===== config.mk =====
export PLATFORM = sky130hd
export DESIGN_NAME = dbell_unit
export DESIGN_NICKNAME = d
export VERILOG_FILES = /design/src/rtl/dbell_pkg.sv /design/src/rtl/dbell_decode.sv /design/src/rtl/dbell_bank.sv /design/src/rtl/dbell_rdmux.sv /design/src/rtl/dbell_unit.sv
export SDC_FILE = /design/constraint.sdc
export NUM_CORES = 1
export LEC_CHECK = 0
export CORE_MARGIN = 5
export CORE_UTILIZATION = 55
export DETAILED_ROUTE_END_ITERATION = 6
export HOLD_SLACK_MARGIN = 0.03
export PLACE_DENSITY_LB_ADDON = 0.3
export REMOVE_ABC_BUFFERS = 1
export SYNTH_ARGS = -nofsm -noshare
export SYNTH_HDL_FRONTEND = slang
export SYNTH_HIERARCHICAL = 1
export SYNTH_SLANG_ARGS = --single-unit

===== constraint.sdc =====
create_clock -name clk_i -period 19.1 [get_ports clk_i]
set_input_delay 2.865 -clock clk_i [delete_from_list [all_inputs] [get_ports clk_i]]
set_output_delay 2.865 -clock clk_i [all_outputs]
set_load 0.03 [all_outputs]

===== src/rtl/dbell_pkg.sv =====
package dbell_pkg;

  localparam int DB_W    = 32;
  localparam int NUM_W   = 5;
  localparam int IPI_N   = 8;
  localparam int MSI_LO  = 16;
  localparam int MSI_N   = 16;

  localparam int OFF_TRIG  = 4;
  localparam int OFF_CAUSE = 8;
  localparam int OFF_MASK  = 12;

  function automatic logic [DB_W-1:0] impl_bits();
    logic [DB_W-1:0] b;
    for (int i = 0; i < DB_W; i++) begin
      b[i] = (i < IPI_N) || (i >= MSI_LO);
    end
    return b;
  endfunction

  localparam logic [DB_W-1:0] IMPL = impl_bits();

  function automatic logic db_num_ok(logic [NUM_W-1:0] n);
    return (int'(n) < IPI_N) || (int'(n) >= MSI_LO);
  endfunction

endpackage


===== src/rtl/dbell_decode.sv =====
module dbell_decode
  import dbell_pkg::*;
#(
  parameter int NUM_CPU = 4,
  parameter int MAP_LSB = 8
) (
  input  logic                           valid_i,
  input  logic [DB_W-1:0]                word_i,
  output logic [NUM_CPU-1:0][DB_W-1:0]   set_o
);

  localparam int MAP_MSB = MAP_LSB + NUM_CPU - 1;

  logic [NUM_W-1:0]   num;
  logic [NUM_CPU-1:0] map;
  logic               num_ok;
  logic [DB_W-1:0]    onehot;
  logic               unused_word;

  assign num    = word_i[NUM_W-1:0];
  assign map    = word_i[MAP_MSB:MAP_LSB];
  assign num_ok = db_num_ok(num);
  assign unused_word = ^{word_i[DB_W-1:MAP_MSB+1], word_i[MAP_LSB-1:NUM_W]};

  always_comb begin
    onehot = '0;
    onehot[num] = 1'b1;
  end

  for (genvar c = 0; c < NUM_CPU; c++) begin : g_cpu
    assign set_o[c] = (valid_i && num_ok && map[c]) ? onehot : '0;
  end

endmodule


===== src/rtl/dbell_bank.sv =====
module dbell_bank
  import dbell_pkg::*;
(
  input  logic            clk_i,
  input  logic            rst_ni,
  input  logic [DB_W-1:0] set_i,
  input  logic            cause_wr_i,
  input  logic            mask_wr_i,
  input  logic [DB_W-1:0] wdata_i,
  output logic [DB_W-1:0] cause_o,
  output logic [DB_W-1:0] mask_o,
  output logic            irq_ipi_o,
  output logic            irq_msi_o
);

  logic [DB_W-1:0] cause_q, cause_d;
  logic [DB_W-1:0] mask_q, mask_d;
  logic [DB_W-1:0] keep;
  logic            cause_en, mask_en;

  always_comb begin
    keep     = cause_wr_i ? wdata_i : '1;
    cause_d  = ((cause_q & keep) | set_i) & IMPL;
    cause_en = cause_wr_i | (|set_i);
    mask_d   = wdata_i & IMPL;
    mask_en  = mask_wr_i;
  end

  always_ff @(posedge clk_i or negedge rst_ni) begin
    if (!rst_ni) begin
      cause_q <= '0;
    end else if (cause_en) begin
      cause_q <= cause_d;
    end
  end

  always_ff @(posedge clk_i or negedge rst_ni) begin
    if (!rst_ni) begin
      mask_q <= '0;
    end else if (mask_en) begin
      mask_q <= mask_d;
    end
  end

  assign cause_o   = cause_q;
  assign mask_o    = mask_q;
  assign irq_ipi_o = |(cause_q[IPI_N-1:0] & mask_q[IPI_N-1:0]);
  assign irq_msi_o = |(cause_q[MSI_LO +: MSI_N] & mask_q[MSI_LO +: MSI_N]);

endmodule


===== src/rtl/dbell_rdmux.sv =====
module dbell_rdmux
  import dbell_pkg::*;
#(
  parameter int NUM_CPU = 4,
  parameter int ADDR_W  = 8,
  parameter int CPU_W   = 2
) (
  input  logic                          clk_i,
  input  logic                          rst_ni,
  input  logic                          rd_i,
  input  logic [ADDR_W-1:0]             addr_i,
  input  logic [CPU_W-1:0]              cpu_i,
  input  logic [NUM_CPU-1:0][DB_W-1:0]  cause_i,
  input  logic [NUM_CPU-1:0][DB_W-1:0]  mask_i,
  output logic [DB_W-1:0]               rdata_o
);

  logic [DB_W-1:0] rdata_d, rdata_q;

  always_comb begin
    rdata_d = '0;
    for (int c = 0; c < NUM_CPU; c++) begin
      if (cpu_i == CPU_W'(c)) begin
        if (addr_i == ADDR_W'(OFF_CAUSE)) rdata_d = cause_i[c];
        if (addr_i == ADDR_W'(OFF_MASK))  rdata_d = mask_i[c];
      end
    end
  end

  always_ff @(posedge clk_i or negedge rst_ni) begin
    if (!rst_ni) begin
      rdata_q <= '0;
    end else if (rd_i) begin
      rdata_q <= rdata_d;
    end
  end

  assign rdata_o = rdata_q;

endmodule


===== src/rtl/dbell_unit.sv =====
module dbell_unit
  import dbell_pkg::*;
#(
  parameter  int NUM_CPU = 4,
  parameter  int ADDR_W  = 8,
  parameter  int MAP_LSB = 8,
  localparam int CPU_W   = (NUM_CPU > 1) ? $clog2(NUM_CPU) : 1
) (
  input  logic               clk_i,
  input  logic               rst_ni,
  input  logic               bus_wr_i,
  input  logic               bus_rd_i,
  input  logic [ADDR_W-1:0]  bus_addr_i,
  input  logic [CPU_W-1:0]   bus_cpu_i,
  input  logic [DB_W-1:0]    bus_wdata_i,
  output logic [DB_W-1:0]    bus_rdata_o,
  input  logic               msg_vld_i,
  input  logic [DB_W-1:0]    msg_data_i,
  output logic [NUM_CPU-1:0] irq_ipi_o,
  output logic [NUM_CPU-1:0] irq_msi_o
);

  // reset: asserted asynchronously, released on the clock
  logic [1:0] rst_sync_q;
  logic       rst_n_q;

  always_ff @(posedge clk_i or negedge rst_ni) begin
    if (!rst_ni) begin
      rst_sync_q <= '0;
    end else begin
      rst_sync_q <= {rst_sync_q[0], 1'b1};
    end
  end

  assign rst_n_q = rst_sync_q[1];

  // address decode
  logic hit_trig, hit_cause, hit_mask;

  assign hit_trig  = bus_wr_i && (bus_addr_i == ADDR_W'(OFF_TRIG));
  assign hit_cause = bus_wr_i && (bus_addr_i == ADDR_W'(OFF_CAUSE));
  assign hit_mask  = bus_wr_i && (bus_addr_i == ADDR_W'(OFF_MASK));

  logic [NUM_CPU-1:0][DB_W-1:0] bus_set, msg_set;
  logic [NUM_CPU-1:0][DB_W-1:0] cause_all, mask_all;

  dbell_decode #(.NUM_CPU(NUM_CPU), .MAP_LSB(MAP_LSB)) u_dec_bus (
    .valid_i (hit_trig),
    .word_i  (bus_wdata_i),
    .set_o   (bus_set)
  );

  dbell_decode #(.NUM_CPU(NUM_CPU), .MAP_LSB(MAP_LSB)) u_dec_msg (
    .valid_i (msg_vld_i),
    .word_i  (msg_data_i),
    .set_o   (msg_set)
  );

  for (genvar c = 0; c < NUM_CPU; c++) begin : g_bank
    logic own;
    assign own = (bus_cpu_i == CPU_W'(c));

    dbell_bank u_bank (
      .clk_i      (clk_i),
      .rst_ni     (rst_n_q),
      .set_i      (bus_set[c] | msg_set[c]),
      .cause_wr_i (hit_cause && own),
      .mask_wr_i  (hit_mask && own),
      .wdata_i    (bus_wdata_i),
      .cause_o    (cause_all[c]),
      .mask_o     (mask_all[c]),
      .irq_ipi_o  (irq_ipi_o[c]),
      .irq_msi_o  (irq_msi_o[c])
    );
  end

  dbell_rdmux #(.NUM_CPU(NUM_CPU), .ADDR_W(ADDR_W), .CPU_W(CPU_W)) u_rd (
    .clk_i   (clk_i),
    .rst_ni  (rst_n_q),
    .rd_i    (bus_rd_i),
    .addr_i  (bus_addr_i),
    .cpu_i   (bus_cpu_i),
    .cause_i (cause_all),
    .mask_i  (mask_all),
    .rdata_o (bus_rdata_o)
  );

endmodule


==> out/results.txt <==
FMAX -> 175 MHz
Avg Vias per Cell -> 6.14
Hold path cells -> 0
# clock sinks -> 226
DRC -> 0
Critical-path maximum fanout -> 20
Mapped Cells -> 1394
Max incr delay on CP -> 0.94 ns
Avg Cell Area, Syn -> 10.1 um^2
Status -> finished, final reports clean
Hold_ws -> 0.358 ns
Final Hold Fails -> 0
Hold Crit Class -> reg -> reg
Die height -> 170 um
Total number of H-tree levels -> 1
Hpwl dp -> 27300 um
RSZ-0062 raised after global routing -> false
Setup TNS -> 0 ns
First-pass GRT wire length -> 63700 um
Buffer depth of the longest clock path -> 3
Final Critical Period -> 5.71 ns
Die width -> 170 um
Tcrit/Tclk final -> 0.299
Worst Max-Slew Pin Slew -> 1.06 ns
Core area -> 25200 um^2
GRT overflow -> 0
Number of top-level pins -> 119
Cell Chain, Critical Path -> clkdlybuf4s50_1 -> or4b_1 -> nor2_2 -> buf_4 -> o311ai_0 -> a31oi_1
Worst Setup Start Kind -> primary input
VDD IR max -> 0.0572 mV
Endpoint of the worst register-to-register path -> u_rd/rdata_o[1]$_DFFE_PN0P_
Drt initial violations -> 1245
Total routed wirelength -> 41000 um
Clk_skew -> 0.0136 ns
Number of global-route vias before repair -> 10.9k
Num CTS Buffers -> 25
FP Rows -> 58
Area delta synth->final -> 10.3%
CP endpoint kind -> flip-flop
GRT Util Overall -> 0.282
Final #Nets -> 1517
FF-to-FF path depth -> 1
MaxCap Viol Count -> 0
CTS tree -> yes
Layout cell share with drive strength beyond 1 -> 0.196
Hold_buf cts -> 0
Post-Syn Area -> 14100 um^2
Final setup fails -> 0
Hold endpoint -> rst_sync_q[1]$_DFF_PN0_
Yosys warns -> 6
Critical R2R Launch -> rst_sync_q[1]$_DFF_PN0_
Critical path class -> in -> reg
Final count of pins violating max slew -> 0
Leak pwr -> 7.37 nW
Initial antenna violation count -> 0
Reg2Reg Setup Slack -> 16.93 ns
Worst skew pair latency -> 0.53 ns
Starting Density -> 0.558
Total iterations of the first detailed-routing run -> 5
CTS Root Cell -> clkbuf_16
Slew headroom -> 0.294
Worst EP required -> 19.54 ns
WL/cell -> 22.9 um
Largest net degree at the start of global routing -> 79
Pwr dens -> 79.3 nW/um^2
Global placement routability congestion -> 0.941
Hold_sp -> rst_sync_q[0]$_DFF_PN0_
I/O Buffers -> 91
Die ar. -> 28800 um^2
N_diodes -> 0
# Post-CTS Setup Buffers -> 0
Reg clk slew, reported paths -> 0.06 ns
Number of nets with antenna violations after routing -> 0
Via Count -> 11.0k
Critical path arrival -> 6.15 ns
CTS resizes -> 0
CP max stage cell -> or4b_1
layout by cell type, fill, tap and decap left out, types with 24 or more instances in the layout:
master and count:
nor2_1 247, dfrtp_1 225, nand2b_1 100, or2_2 97, a21o_1 97, clkdlybuf4s50_1 88
mux2_4 80, mux2i_1 68, conb_1 65, a221oi_1 30, clkbuf_16 25, buf_4 24
routing by layer:
layer | track usage | wire length (um) | share of wire
met5 | 0 | 0 | 0
met4 | 0.0970 | 1460 | 0.036
met3 | 0.0472 | 3560 | 0.087
met2 | 0.444 | 18600 | 0.45
met1 | 0.397 | 17400 | 0.43
through the flow:
stage | power, mW | instances | setup slack [ns] | instance area, um^2 | utilization
5_1_grt | 1.28 | 1787 | 13.39 | 15500 | 0.616
6_report | 1.23 | 1787 | 13.39 | 15500 | 0.616
3_3_place_gp | 0.732 | 1741 | 12.99 | 14700 | 0.582
4_1_cts | 1.23 | 1787 | 13.49 | 15500 | 0.616
2_1_floorplan | 0.663 | 1297 | 11.47 | 13100 | -
3_5_place_dp | 0.737 | 1741 | 12.94 | 14700 | 0.582
how the worst max path moves through the flow:
stage | start | cells after the start | slack (ns) | to
2_1_floorplan | bus_addr_i[1] | 3 | 11.47 | g_bank[0].u_bank/mask_o[22]$_DFFE_PN0P_
3_3_place_gp | bus_addr_i[3] | 6 | 12.99 | u_rd/rdata_o[6]$_DFFE_PN0P_
3_5_place_dp | bus_addr_i[3] | 6 | 12.94 | u_rd/rdata_o[16]$_DFFE_PN0P_
4_1_cts | bus_addr_i[3] | 6 | 13.49 | u_rd/rdata_o[16]$_DFFE_PN0P_
5_1_grt | bus_addr_i[3] | 6 | 13.39 | u_rd/rdata_o[3]$_DFFE_PN0P_
6_report | bus_addr_i[3] | 6 | 13.39 | u_rd/rdata_o[6]$_DFFE_PN0P_
state kept, by name (all words and copies together) (netlist names):
name,cells
u_rd/rdata_o,32
g_bank.u_bank/mask_o,96
g_bank.u_bank/cause_o,96
rst_sync_q,2
worst max-delay path, delay by kind of cell:
kind	cells	cell delay, ns
and+or+nand+nor	2	1.87
AOI/OAI and AO/OA	2	0.43
buffers and inverters	2	0.96
where the power goes:
group	total [mW]	switching, mW	internal, mW
Clock	0.497	0.195	0.302
Sequential	0.569	0.0435	0.526
Combinational	0.163	0.0857	0.0775
Total	1.23	0.324	0.905
layout make-up:
class	count	area (um^2)
Clock inverter	6	109
Inverter	10	37.5
Multi-Input combinational cell	1061	7480
Fill cell	2090	9680
Timing Repair Buffer	114	1070
Tap cell	330	413
Sequential cell	226	5660
Clock buffer	40	732
(Power assumes the default switching activity.)
